## src/rtl/dma_seq_pkg.sv

```systemverilog
package dma_seq_pkg;

    typedef enum logic [2:0] {
        PH_IDLE = 3'd0,
        PH_TH   = 3'd1,
        PH_T1   = 3'd2,
        PH_T2   = 3'd3,
        PH_T3   = 3'd4,
        PH_TW   = 3'd5
    } phase_e;

    typedef struct packed {
        logic wr;
        logic wide;
    } cyc_attr_t;

    function automatic logic in_strobe_phase(input phase_e ph);
        return (ph == PH_T2) || (ph == PH_T3) || (ph == PH_TW);
    endfunction

    function automatic logic in_ready_phase(input phase_e ph);
        return (ph == PH_T3) || (ph == PH_TW);
    endfunction

endpackage

```

## src/rtl/dma_seq_fsm.sv

```systemverilog
module dma_seq_fsm
    import dma_seq_pkg::*;
(
    input  logic      clk,
    input  logic      rst,
    input  logic      svc_req,
    input  logic      bus_grant,
    input  logic      ready,
    input  logic      xfer_wr,
    input  logic      wide_sel,
    output phase_e    phase,
    output cyc_attr_t attr,
    output logic      start,
    output logic      cyc_end,
    output logic      busy
);

    phase_e nxt;

    always_comb begin
        cyc_end = in_ready_phase(phase) && !ready;
        start   = svc_req && bus_grant && ((phase == PH_IDLE) || cyc_end);
        busy    = (phase != PH_IDLE);
        nxt     = phase;
        if (start) begin
            nxt = wide_sel ? PH_TH : PH_T1;
        end else begin
            case (phase)
                PH_TH:        nxt = PH_T1;
                PH_T1:        nxt = PH_T2;
                PH_T2:        nxt = PH_T3;
                PH_T3, PH_TW: nxt = ready ? PH_TW : PH_IDLE;
                default:      nxt = PH_IDLE;
            endcase
        end
    end

    always_ff @(posedge clk) begin
        if (rst) begin
            phase <= PH_IDLE;
            attr  <= '0;
        end else begin
            phase <= nxt;
            if (start) begin
                attr.wr   <= xfer_wr;
                attr.wide <= wide_sel;
            end
        end
    end

    // an idle sequencer without grant stays idle
    p_hold_idle_r2: assert property (@(posedge clk) disable iff (rst)
        (phase == PH_IDLE && !bus_grant) |=> (phase == PH_IDLE));

    // a high ready in T3 or TW yields a wait phase
    p_wait_insert_r6: assert property (@(posedge clk) disable iff (rst)
        (in_ready_phase(phase) && ready) |=> (phase == PH_TW));

    // fixed phase order
    p_t1_to_t2_r3: assert property (@(posedge clk) disable iff (rst)
        (phase == PH_T1) |=> (phase == PH_T2));
    p_t2_to_t3_r3: assert property (@(posedge clk) disable iff (rst)
        (phase == PH_T2) |=> (phase == PH_T3));
    p_th_to_t1_r8: assert property (@(posedge clk) disable iff (rst)
        (phase == PH_TH) |=> (phase == PH_T1));

endmodule

```

## src/rtl/dma_seq_dpath.sv

```systemverilog
module dma_seq_dpath #(
    parameter int AW = 16,
    parameter int DW = 16
) (
    input  logic          clk,
    input  logic          rst,
    input  logic          start,
    input  logic          cyc_end,
    input  logic          cur_wr,
    input  logic [AW-1:0] addr_lo,
    input  logic [AW-1:0] addr_hi,
    input  logic [DW-1:0] wdata,
    input  logic [DW-1:0] data_in,
    output logic [AW-1:0] lat_lo,
    output logic [AW-1:0] lat_hi,
    output logic [DW-1:0] lat_wd,
    output logic [DW-1:0] rd_data,
    output logic          rd_valid
);

    always_ff @(posedge clk) begin
        if (rst) begin
            lat_lo   <= '0;
            lat_hi   <= '0;
            lat_wd   <= '0;
            rd_data  <= '0;
            rd_valid <= 1'b0;
        end else begin
            if (start) begin
                lat_lo <= addr_lo;
                lat_hi <= addr_hi;
                lat_wd <= wdata;
            end
            rd_valid <= cyc_end && !cur_wr;
            if (cyc_end && !cur_wr) begin
                rd_data <= data_in;
            end
        end
    end

    // the latched address is held while no new cycle starts
    p_addr_held_r3: assert property (@(posedge clk) disable iff (rst)
        !start |=> $stable(lat_lo));

endmodule

```

## src/rtl/dma_seq_drv.sv

```systemverilog
module dma_seq_drv
    import dma_seq_pkg::*;
#(
    parameter int AW = 16,
    parameter int DW = 16
) (
    input  phase_e        phase,
    input  cyc_attr_t     attr,
    input  logic          bus_grant,
    input  logic          cfg_set,
    input  logic          wide_mode,
    input  logic [AW-1:0] lat_lo,
    input  logic [AW-1:0] lat_hi,
    input  logic [DW-1:0] lat_wd,
    output logic          ctl_oe,
    output logic          as_n,
    output logic          rd_n,
    output logic          wr_n,
    output logic [AW-1:0] addr_bus,
    output logic          data_oe,
    output logic [DW-1:0] data_out,
    output logic          aux_oe,
    output logic          aux_out
);

    logic strobe;

    always_comb begin
        strobe   = in_strobe_phase(phase);
        ctl_oe   = bus_grant;
        as_n     = !(phase == PH_T1);
        rd_n     = !(strobe && !attr.wr);
        wr_n     = !(strobe && attr.wr);
        addr_bus = (phase == PH_TH) ? lat_hi : lat_lo;
        data_oe  = bus_grant && strobe && attr.wr;
        data_out = lat_wd;
        if (!cfg_set) begin
            aux_oe  = 1'b0;
            aux_out = 1'b0;
        end else if (wide_mode) begin
            aux_oe  = bus_grant;
            aux_out = (phase == PH_TH);
        end else begin
            aux_oe  = 1'b1;
            aux_out = attr.wr && (phase != PH_IDLE);
        end
    end

endmodule

```

## src/rtl/dma_cycle_seq.sv

```systemverilog
module dma_cycle_seq
    import dma_seq_pkg::*;
#(
    parameter int AW = 16,
    parameter int DW = 16
) (
    input  logic          clk,
    input  logic          rst,
    input  logic          svc_req,
    input  logic          xfer_wr,
    input  logic [AW-1:0] addr_lo,
    input  logic [AW-1:0] addr_hi,
    input  logic [DW-1:0] wdata,
    input  logic          cfg_set,
    input  logic          wide_mode,
    input  logic          bus_grant,
    input  logic          ready,
    input  logic [DW-1:0] data_in,
    output logic          bus_req,
    output logic          ctl_oe,
    output logic          as_n,
    output logic          rd_n,
    output logic          wr_n,
    output logic [AW-1:0] addr_bus,
    output logic          data_oe,
    output logic [DW-1:0] data_out,
    output logic          aux_oe,
    output logic          aux_out,
    output logic [DW-1:0] rd_data,
    output logic          rd_valid
);

    phase_e        phase;
    cyc_attr_t     attr;
    logic          start;
    logic          cyc_end;
    logic          busy;
    logic [AW-1:0] lat_lo;
    logic [AW-1:0] lat_hi;
    logic [DW-1:0] lat_wd;

    dma_seq_fsm fsm_i (
        .clk       (clk),
        .rst       (rst),
        .svc_req   (svc_req),
        .bus_grant (bus_grant),
        .ready     (ready),
        .xfer_wr   (xfer_wr),
        .wide_sel  (cfg_set && wide_mode),
        .phase     (phase),
        .attr      (attr),
        .start     (start),
        .cyc_end   (cyc_end),
        .busy      (busy)
    );

    dma_seq_dpath #(.AW(AW), .DW(DW)) dpath_i (
        .clk      (clk),
        .rst      (rst),
        .start    (start),
        .cyc_end  (cyc_end),
        .cur_wr   (attr.wr),
        .addr_lo  (addr_lo),
        .addr_hi  (addr_hi),
        .wdata    (wdata),
        .data_in  (data_in),
        .lat_lo   (lat_lo),
        .lat_hi   (lat_hi),
        .lat_wd   (lat_wd),
        .rd_data  (rd_data),
        .rd_valid (rd_valid)
    );

    dma_seq_drv #(.AW(AW), .DW(DW)) drv_i (
        .phase     (phase),
        .attr      (attr),
        .bus_grant (bus_grant),
        .cfg_set   (cfg_set),
        .wide_mode (wide_mode),
        .lat_lo    (lat_lo),
        .lat_hi    (lat_hi),
        .lat_wd    (lat_wd),
        .ctl_oe    (ctl_oe),
        .as_n      (as_n),
        .rd_n      (rd_n),
        .wr_n      (wr_n),
        .addr_bus  (addr_bus),
        .data_oe   (data_oe),
        .data_out  (data_out),
        .aux_oe    (aux_oe),
        .aux_out   (aux_out)
    );

    assign bus_req = svc_req || busy;

    // the request is up whenever a data strobe is active
    p_req_in_strobe_r1: assert property (@(posedge clk) disable iff (rst)
        (!rd_n || !wr_n) |-> bus_req);

    // read and write strobes are never low together
    p_strobe_excl_r4: assert property (@(posedge clk) disable iff (rst)
        !(!rd_n && !wr_n));

    // end of a read strobe is followed by captured data
    p_rd_capture_r5: assert property (@(posedge clk) disable iff (rst)
        $rose(rd_n) |-> rd_valid);

    // no address strobe without the grant
    p_as_needs_grant_r2: assert property (@(posedge clk) disable iff (rst)
        !as_n |-> $past(bus_grant));

endmodule

```

## config.mk

```make
export PLATFORM = sky130hd
export DESIGN_NAME = dma_cycle_seq
export DESIGN_NICKNAME = d
export VERILOG_FILES = /design/src/rtl/dma_seq_pkg.sv /design/src/rtl/dma_seq_fsm.sv /design/src/rtl/dma_seq_dpath.sv /design/src/rtl/dma_seq_drv.sv /design/src/rtl/dma_cycle_seq.sv
export SDC_FILE = /design/constraint.sdc
export NUM_CORES = 1
export LEC_CHECK = 0
export BUFFER_PORTS_ARGS = -buffer_cell sky130_fd_sc_hd__clkbuf_2
export CAP_MARGIN = 5
export CORE_ASPECT_RATIO = 0.8
export CORE_MARGIN = 4
export CORE_UTILIZATION = 30
export DETAILED_ROUTE_END_ITERATION = 7
export GPL_ROUTABILITY_DRIVEN = 0
export MAX_ROUTING_LAYER = met4
export PLACE_DENSITY = 0.53
export SLEW_MARGIN = 10
export SYNTH_ARGS = -nofsm -noshare
export SYNTH_HDL_FRONTEND = slang
export SYNTH_SLANG_ARGS = --single-unit
```

## constraint.sdc

```tcl
create_clock -name clk -period 2.5 [get_ports clk]
set_input_delay 0.25 -clock clk [delete_from_list [all_inputs] [get_ports clk]]
set_output_delay 0.25 -clock clk [all_outputs]
set_load 0.05 [all_outputs]
```

[Word level (Yosys, flattened, before mapping)]
Index checks and enable logic that the tools add are counted.
Storage, ports and cells
  register bits after elaboration: 69
  bits in latches: 0
  memory bits (writable): 0
  bits in read-only memories: 0
  word-level logic and storage cells: 44
  memories kept: 0
Operators by class
  add/sub/neg operators: 0
  multiply operators: 0
  divide/modulo/power cells: 0
  magnitude comparators: 0
  eq/ne operators: 5
  shift-type cells: 0
  muxes and demuxes: 9
  bitwise gates (word level): 0
  reductions and logical operators: 23
Operators with widths (number)
  $mux W16: 1
  $pmux W3 S4: 1
  $logic_and A1 B1 Y1: 10
  $eq A3 B2 Y1 const B: 2
  $eq A3 B3 Y1 const B: 2
  $mux W3: 2
  $logic_not A1 Y1: 5
  $logic_or A1 B1 Y1: 5
  $mux W1: 4
  $eq A3 B1 Y1 const B: 1
  $logic_not A3 Y1: 1
  $reduce_bool A3 Y1: 1
  $mux W2: 1
  $reduce_or A2 Y1: 1

[Depth between registers and ports, before layout]
Gate-level depths: netlist of the first run.
  depth after elaboration: 6
  depth in mapped cells: 6
  mapped depth without buffers: 3

[Cells and area by module]
Synthesis of the first run repeated with hierarchy kept, for this count alone.
Unflattened totals
  cell total of the unflattened synthesis: 304
  area, all modules: 3204.3 um^2
By module, submodules not included
  dma_seq_dpath: times used 1, cells an instance 229, area an instance 2513.7 um^2, seq. area each 1301.2 um^2
  dma_seq_drv: times used 1, cells an instance 46, area an instance 416.6 um^2, seq. area each 0.0 um^2
  dma_seq_fsm: times used 1, cells an instance 27, area an instance 261.5 um^2, seq. area each 100.1 um^2
  dma_cycle_seq: times used 1, cells an instance 2, area an instance 12.5 um^2, seq. area each 0.0 um^2

[Worst setup path before layout of the first run]
No wires, ideal clock.
  path type: register -> output
  start point: register fsm_i.phase[1]
  end point: output port addr_bus[10]
  arrival: 1.629 ns
  path slack: 0.621 ns
  stages on the path, launching flop included: 5
  path buffers: 2
  path through: dfxtp_1 buf_2 nor3b_2 buf_2 mux2_2
Between the ends
  word-level cells in the longest chain between the ends: 2
RTL lines
  from (decl): line dma_seq_fsm.sv:11  | output phase_e phase,
  from (signal assigned): line dma_seq_fsm.sv:43  | phase <= nxt;
  $eq A3 B1 Y1: line dma_seq_drv.sv:34  | addr_bus = (phase == PH_TH) ? lat_hi : lat_lo;
  $mux W16: line dma_seq_drv.sv:34
  to (decl): line dma_cycle_seq.sv:24  | output logic [AW-1:0] addr_bus,
Every way passes these cells.

[Worst setup path in the final report of the first run]
  start point: register fsm_i.phase[1]
  end point: output port addr_bus[11]
Same word-level chain as after synthesis.

==> results.md, run 1 <==
* Synthesis-to-finish area growth at 31.0%
* Most frequent cells in the layout: clkbuf_2, nand2b_1, dfxtp_1
* Tcrit/Tclk final at 84.5%
* Synth cell types at 25
* Critical path required time at 2.25 ns
* Hold Buf Count CTS at 0
* Crit Path Class: register to output port
* Sequential fraction of the synthesis area at 42.9%
* HP Start: data_in[1]
* Worst-case reg-to-reg path depth at 4
* Via count of the first global-routing pass at 2,534
* NetSw at 0.845 mW
* Global-route wire length before repair at 12,500 um
* Cell taking the most area after synthesis: dfxtp_1
* Outcome: complete, no violations
* Setup TNS at 0 ns
* Yosys warns at 0
* Ant diodes at 0
* Vias at 2,591
* Hold Path Stages at 3
* Post-Syn Area at 0.00322 mm^2
* Max-slew violations at 0
* Max VDD drop at 0.000306 V
* Clk_lat worst skew at 0.32 ns
* TritonCTS clock tree: built
* Setup WS pre-CTS at 0.699 ns
* Fill cell count at 1,061
* Full die area at 0.0125 mm^2
* Final nets at 528
* PostCTS Resize Cnt at 0
* Crit start category: register
* Share of cells above drive strength 1 at 35.9%
* Die Span Y at 101 um
* Hold crit path type: input pin to register
* Leakage at 1.81 nW
* Worst Hold End: dpath_i.rd_data[1]
* Sw Share at 29.3%
* Post-DRT Antenna Nets at 0
* DRT Pass-1 Iters at 4
* GR Overflow Total at 0
* CTS Sinks at 69
* DP HPWL at 5600 um
* Largest net degree at the start of global routing at 81
* DR DRC count at 0
* Most common cell after layout, fill and taps aside: clkbuf_2
* Port Buffers at 128
* Starting Density at 31.1%
* Worst-path clk slew at 0.05 ns
* Fin. Hold Viols at 0
* TritonCTS buffer count at 9
* Yosys reg bits at 69
* Post-CTS Setup Bufs at 0
* Synth Area per Inst at 9.59 um^2
* Worst-margin pin slew at 0.606 ns
* CP Capture Type: output port
* Post-layout min period at 2.11 ns
* Flop2flop setup slack at 0.70 ns
* R2r startpoint: fsm_i.phase[2]
* Final WS setup at 0.388 ns
* Reg power frac at 41.9%
* Slew margin rel. at 59.6%
* Max Fclk at 473 MHz
* Drt total wl at 7740 um
* Pwr dens at 684 mW/mm^2
* Fin Clk Skew at 0.00451 ns
* RSZ-0062 raised after global routing: no
* Total core area at 0.0104 mm^2
* MaxCap Viol Count at 0
* # placed instances at 585
* Drt wl/cell at 12.9 um
* DR iter-0 viols at 95
* Clock Path Buffers at 2
* Clk pwr share at 37.8%
* Hold_ws at 0.143 ns
* Die Wd at 124 um
* Total track usage at 13.1%
* Final setup fails at 0
* Worst Path Arrival at 1.86 ns
* Worst-path fanout max at 10
* Syn_nets at 408
* Combinational Power Share at 20.3%
* # rows at 33
* Synth top area share at 42.9%
* Via density at 4.33
* Top post-synthesis cells by area: dfxtp_1, nand2b_1, mux2i_1
* Internal power at 2.04 mW
* Top Ports at 129
* Root buffer cell: clkbuf_16
* H-tree depth at 3
* Post-synthesis cell count at 336
* Reg-to-Reg End: dpath_i.lat_hi[1]
* Initial antenna violation count at 0
* Finished Layout Cells at 599
==> cell usage after synthesis <==
cell type    n
and3_1       1
nor2_1       4
buf_6        5
dfxtp_1     69
a2111oi_4    1
o21ai_0      2
o31ai_1      1
o2bb2ai_1    2
mux2_2      16
nor3b_1      1
mux2i_1     49
nand3b_1     1
buf_4        1
or4_1        1
buf_2        5
nor3b_2      1
or4b_1       1
inv_1        2
nor2b_1      2
a21oi_1     19
nor4b_2      1
a21boi_0     1
clkbuf_1    14
nand2_1     36
nand2b_1   100
==> metrics by stage <==
stage          total power [mW]  util, %  cell area (um^2)
2_1_floorplan              1.66        -              3220
3_3_place_gp               1.82     38.3              3970
3_5_place_dp               1.83     38.3              3970
4_1_cts                    2.94     40.7              4220
5_1_grt                    3.03     40.7              4220
6_report                   2.89     40.7              4220
==> worst max-delay path by stage <==
stage,start,to,slack (ns),cells past startpoint
final,fsm_i.phase[1],addr_bus[11],0.39,4
after global routing,fsm_i.phase[1],addr_bus[8],0.29,4
after CTS,fsm_i.phase[1],addr_bus[11],0.36,4
after detailed placement,fsm_i.phase[2],dpath_i.lat_wd[6],0.70,4
after global placement,fsm_i.phase[1],addr_bus[9],0.78,4
after floorplan,fsm_i.phase[1],addr_bus[10],0.62,4
==> state kept, by name (all words and copies together), names as in the netlist <==
name              count
dpath_i.lat_hi       16
dpath_i.lat_lo       16
dpath_i.lat_wd       16
dpath_i.rd_data      16
dpath_i.rd_valid      1
fsm_i.attr            1
fsm_i.phase           3
==> power groups by stage <==
stage	sequential (mW)	combinational (mW)	clock (mW)
detailed placement	1.23	0.593	0
CTS	1.21	0.594	1.14
floorplan	1.28	0.382	0
finish	1.21	0.584	1.09
global placement	1.23	0.588	0
global route	1.22	0.630	1.18
==> logic make-up (layout without fill, tap and decap cells) <==
group / after synthesis / count (layout) / synth area share, %
flip-flops: 69 / 69 / 42.9
AO/OA/AOI/OAI: 26 / 26 / 5.13
multiplexers: 65 / 65 / 20.8
AND/OR/NAND/NOR: 149 / 149 / 26.5
buffers and inverters: 27 / 150 / 4.62
==> routing by layer <==
layer,GRT usage [%],vias to the layer above,part of all wire (%)
met2,19.4,58,47
met1,16.6,1183,46
met5,-,-,0
met3,4.04,11,5.1
li1,-,1339,-
met4,5.11,0,1.8
==> worst max-delay path, cell delays in order, from the launching register on <==
cell      delay [ns]
dfxtp_1         0.43
nor3b_4         0.26
buf_4           0.25
mux2_2          0.36
clkbuf_2        0.24
==> cell type report <==
| class | count | area (um^2) | share of cell area, % |
|---|---|---|---|
| Multi-Input combinational cell | 240 | 1700 | 40.2 |
| Sequential cell | 69 | 1380 | 32.7 |
| Timing Repair Buffer | 134 | 711 | 16.8 |
| Clock buffer | 11 | 233 | 5.52 |
| Tap cell | 140 | 175 | 4.15 |
| Clock inverter | 3 | 15.0 | 0.356 |
| Inverter | 2 | 7.51 | 0.178 |
Power figures use the tool's default switching activity.
==> run 2: changes to the inputs <==
clock period = 2.15 ns   (was 2.5 ns; I/O delays follow)
==> results.md, run 2 (same netlist as run 1, synthesis figures left out) <==
* Clk_lat worst skew at 0.33 ns
* HP Start: data_in[15]
* Max Fclk at 488 MHz
* Final nets at 531
* Die Wd at 124 um
* Max incr delay on CP at 0.43 ns
* Final Instance Area at 0.00434 mm^2
* H-tree depth at 3
* Sw Share at 27.1%
* Internal power at 2.70 mW
* Via density at 4.34
* Slew margin rel. at 60.5%
* Via count of the first global-routing pass at 2,704
* TritonCTS clock tree: built
* Post-CTS Setup Bufs at 0
* Starting Density at 31.1%
* DRT Pass-1 Iters at 4
* # rows at 33
* Initial antenna violation count at 0
* Total track usage at 13.6%
* Reg power frac at 38.0%
* Crit-path slowest cell: dfxtp_1
* Post-DRT Antenna Nets at 0
* Vias at 2,620
* CP bufs+invs at 2
* Combinational Power Share at 18.7%
* Most frequent cells in the layout: clkbuf_2, nand2b_1, dfxtp_1
* Worst-path clk slew at 0.06 ns
* Clk pwr share at 43.2%
* Largest net degree at the start of global routing at 46
* Die Span Y at 101 um
* Final WS setup at 0.102 ns
* Pwr dens at 853 mW/mm^2
* Crit start category: register
* Worst Path Arrival at 1.83 ns
* Most common cell after layout, fill and taps aside: clkbuf_2
* NetSw at 1.00 mW
* TritonCTS buffer count at 9
* CP startpoint: fsm_i.phase[1]
* Drt wl/cell at 12.9 um
* CP Capture Type: output port
* Full die area at 0.0125 mm^2
* Setup TNS at 0 ns
* Ant diodes at 0
* Drt total wl at 7810 um
* Critical path required time at 1.93 ns
* Clock Path Buffers at 2
* Final setup fails at 0
* GR Overflow Total at 0
* Port Buffers at 128
* Worst-margin pin slew at 0.593 ns
* DR iter-0 viols at 96
* MaxCap Viol Count at 0
* Max VDD drop at 0.000425 V
* Crit Path Class: register to output port
* Max-slew violations at 0
* Tcrit/Tclk final at 95.3%
* Setup WS pre-CTS at 0.330 ns
* DP HPWL at 5670 um
* Root buffer cell: clkbuf_16
* Worst-path fanout max at 11
* Outcome: complete, no violations
* Worst path cell trace: nor3b_4, buf_6, mux2_2, clkbuf_2
* Placed Area at 0.00401 mm^2
* Fill cell count at 1,071
* Total core area at 0.0104 mm^2
* Post-layout min period at 2.05 ns
* Cell family with most CP delay: buffers and inverters
* Share of cells above drive strength 1 at 37.1%
* RSZ-0062 raised after global routing: no
* Hold crit path type: input pin to register
* Global-route wire length before repair at 13,000 um
* R2r startpoint: fsm_i.phase[1]
* DR DRC count at 0
* Top Ports at 129
* Leakage at 1.86 nW
* Fin Clk Skew at 0.00636 ns
* CTS Sinks at 69
* Synthesis-to-finish area growth at 34.7%
* Fin. Hold Viols at 0
run 2: cell types whose count changed in the layout (fill, tap and decap cells not counted):
| cell | delta |
|---|---|
| buf_6 | +1 |
| bufinv_16 | +2 |
| clkinv_2 | -1 |
| buf_12 | +1 |
| clkbuf_1 | -1 |
| dfxtp_2 | +1 |
| buf_4 | +1 |
| dfxtp_1 | -1 |
| clkbuf_8 | +2 |
run 2: power groups by stage:
stage          combinational, mW  sequential [mW]  clock, mW
2_1_floorplan              0.444             1.49          0
3_3_place_gp               0.696             1.43          0
3_5_place_dp               0.701             1.44          0
4_1_cts                    0.703             1.41       1.66
5_1_grt                    0.748             1.42       1.69
6_report                   0.693             1.41       1.60
run 2: layer usage:
metal / track usage, % / part of all wire, % / wire length [um]
met1: 16.2 / 45 / 3500
met2: 21.8 / 48 / 3770
met3: 3.87 / 5.2 / 406
met4: 5.11 / 1.6 / 127
met5: - / 0 / 0
run 2: final cells by class:
| cell class | instances | area, um^2 | share of cell area (%) |
|---|---|---|---|
| well taps | 140 | 175 | 4.04 |
| repair buffers | 137 | 749 | 17.3 |
| multi-input cells | 240 | 1700 | 39.1 |
| clock buffers | 12 | 256 | 5.91 |
| clock inverters | 4 | 70.1 | 1.62 |
| flip-flops and latches | 69 | 1380 | 31.9 |
| inverters | 2 | 7.51 | 0.173 |
run 2: path summary, 6_finish.rpt:
path                              end  slack [ns]  cells after the start
hold reg to reg    dpath_i.rd_data[2]        0.45                      2
setup / recovery         addr_bus[14]        0.10                      4
hold / removal    dpath_i.rd_data[15]        0.10                      3
setup reg to reg  dpath_i.rd_data[12]        0.48                      3
run 2: timing repair:
action	4_1_cts	5_1_grt
hold buffers	0	0
resized for setup	0	2
setup endpoints to repair	0	12
run 2: tightest hold or removal path, cell delays in order:
cell and delay, ns:
clkbuf_2 0.08, nand2_1 0.04, a21oi_1 0.05
run 2: through the flow:
step / power [mW] / cells / hold slack [ns] / utilization, %
6_report: 3.70 / 604 / 0.105 / 41.9
4_1_cts: 3.77 / 604 / 0.0894 / 41.8
3_5_place_dp: 2.14 / 588 / 0.447 / 38.7
3_3_place_gp: 2.13 / 588 / 0.440 / 38.7
2_1_floorplan: 1.94 / 336 / 0.351 / -
5_1_grt: 3.86 / 604 / 0.106 / 41.9
==> run 3: changes to the inputs <==
ABC_AREA = 1   (was not set)
==> results.md, run 3 <==
* Outcome: complete, no violations
* Hold crit path type: input pin to register
* Multi-input logic area at 0.00142 mm^2
* Finished Layout Cells at 742
* Worst-path clk slew at 0.05 ns
* Full die area at 0.0124 mm^2
* EDFF count, synth at 0
* GR Overflow Total at 0
* MaxCap Viol Count at 0
* Ant diodes at 0
* Fin Clk Skew at 0.00284 ns
* Synth Area per Inst at 6.61 um^2
* Combinational Power Share at 25.9%
* Compound-Gate Fraction of Synth Area at 11.2%
* Pwr dens at 917 mW/mm^2
* Crit Path Class: register to output port
* Worst-path fanout max at 10
* Synth Area in Simple Gates at 33.1%
* Top post-synthesis cells by area: dfxtp_1, nand3_1, nand2_1
* Internal power at 2.58 mW
* Clock Path Buffers at 2
* Register area at 0.00138 mm^2
* Syn_nets at 556
* Mux cell area share after synthesis at 0%
* Cell family with most CP delay: buffers and inverters
* TritonCTS buffer count at 9
* Crit-path slowest cell: dfxtp_1
* Root buffer cell: clkbuf_16
* Worst path cell trace: nor2_4, nand2_2, buf_4, nand2_1, nand2_1, clkbuf_2
* Sw Share at 33.3%
* NetSw at 1.29 mW
* Most frequent cells after synthesis: nand2_1, nor2_1, nand3_1
* Largest family of logic cells by synthesized area: simple AND/OR/NAND/NOR gates
* # rows at 33
* Crit start category: register
* Sequential fraction of the synthesis area at 43.2%
* Worst-margin pin slew at 0.424 ns
* Fraction of registers with async set/reset at 0%
* Most common cell after layout, fill and taps aside: clkbuf_2
* Max incr delay on CP at 0.46 ns
* DR iter-0 viols at 128
* Synth top area share at 43.2%
* Top Ports at 129
* Clk pwr share at 36.7%
* Post-synthesis cell count at 484
* Tcrit/Tclk final at 87.1%
* Total track usage at 15.4%
* Critical path required time at 1.93 ns
* Hold_ws at 0.134 ns
* Worst Path Arrival at 1.66 ns
* Via density at 4.44
* Max VDD drop at 0.000327 V
* Yosys warns at 0
* Most frequent cell after synthesis: nand2_1
* Fill cell count at 1,144
* Starting Density at 31.0%
* Final setup fails at 0
* Initial antenna violation count at 0
* Port Buffers at 128
* Synthesis-to-finish area growth at 31.8%
* # placed instances at 726
* Reg power frac at 37.4%
* CP bufs+invs at 2
* CP Capture Type: output port
* XOR/XNOR Fraction of Synth Area at 0%
* DR DRC count at 0
* Synth cell types at 20
* Total core area at 0.0103 mm^2
* Max-slew violations at 0
* CTS Sinks at 69
* TritonCTS clock tree: built
* Die Wd at 123 um
* DRT Pass-1 Iters at 4
* Drt wl/cell at 12.1 um
* Post-DRT Antenna Nets at 0
* RSZ-0062 raised after global routing: no
* Share of cells above drive strength 1 at 26.6%
* Post-layout min period at 1.87 ns
* Clk_lat worst skew at 0.32 ns
* Post-Syn Area at 0.00320 mm^2
* Global-route wire length before repair at 14,800 um
* DP HPWL at 6280 um
* Largest net degree at the start of global routing at 101
* Leakage at 2.21 nW
* Final nets at 669
* Via count of the first global-routing pass at 3,144
* Vias at 3,291
* Die Span Y at 100 um
* H-tree depth at 3
* Top FF cell, synth: dfxtp_1
* Cell taking the most area after synthesis: dfxtp_1
* Post-Synth Adder-Cell Area at 0%
* Drt total wl at 8960 um
* Max Fclk at 534 MHz
* Yosys reg bits at 69
* Fin. Hold Viols at 0
* Crit-path most repeated cell: nand2_1
* Most frequent cells in the layout: clkbuf_2, nand2_1, nor2_1
* Slew margin rel. at 71.7%
* Setup TNS at 0 ns
[run 3: cell types whose count changed after synthesis, sizes merged, moves of 4 or more]
cell,previous run,this run
inv,2,59
mux2,16,0
clkbuf,14,10
nand2,36,92
o21ai,2,18
a21oi,19,52
nand3,0,71
nor2,4,87
buf,11,24
nand2b,100,0
mux2i,49,0
[run 3: worst paths after layout]
path,startpoint,end,slack (ns),cells past startpoint
setup reg to reg,fsm_i.phase[1],dpath_i.lat_lo[2],0.55,7
setup / recovery,fsm_i.phase[1],addr_bus[3],0.28,6
hold reg to reg,dpath_i.lat_wd[3],dpath_i.lat_wd[3],0.48,2
hold / removal,rst,fsm_i.phase[2],0.13,2
[run 3: final cells by class]
| cell class | count | share of cell area, % |
|---|---|---|
| multi-input combinational | 322 | 33.7 |
| sequential | 69 | 32.8 |
| timing repair buffer | 136 | 17.2 |
| clock buffer | 16 | 6.92 |
| inverter | 59 | 5.26 |
| tap | 140 | 4.16 |
[run 3: kinds of logic (layout without fill, tap and decap cells)]
kind of cell | after synthesis | in the layout
buf+inv | 93 | 211
flops | 69 | 69
simple gates | 251 | 251
compound gates | 71 | 71
[run 3: repair_timing]
item	CTS	global route
setup buffers	0	0
setup endpoints to repair	0	1
hold buffers	0	0
gates resized for setup	0	1
[run 3: metal layers]
layer / GRT usage, % / vias to the layer above / wire length [um]
met1: 19.8 / 1459 / 4290
met5: - / - / 0
li1: - / 1740 / -
met3: 5.30 / 8 / 530
met2: 22.6 / 84 / 4010
met4: 4.77 / 0 / 136
[run 3: metrics by stage]
step	worst slack [ns]	power, mW	utilization (%)	area (um^2)
after detailed placement	0.485	2.48	38.0	3920
after global placement	0.529	2.47	38.0	3920
after floorplan	0.0704	2.24	-	3200
final	0.278	3.87	40.8	4210
after global routing	0.140	4.08	40.8	4210
after CTS	0.120	3.92	40.8	4210
[run 3: power groups by stage]
stage | Combinational, mW | Clock, mW | Sequential [mW]
2_1_floorplan | 0.670 | 0 | 1.57
3_3_place_gp | 0.999 | 0 | 1.47
3_5_place_dp | 1.01 | 0 | 1.47
4_1_cts | 1.01 | 1.47 | 1.45
5_1_grt | 1.10 | 1.52 | 1.46
6_report | 0.999 | 1.42 | 1.45
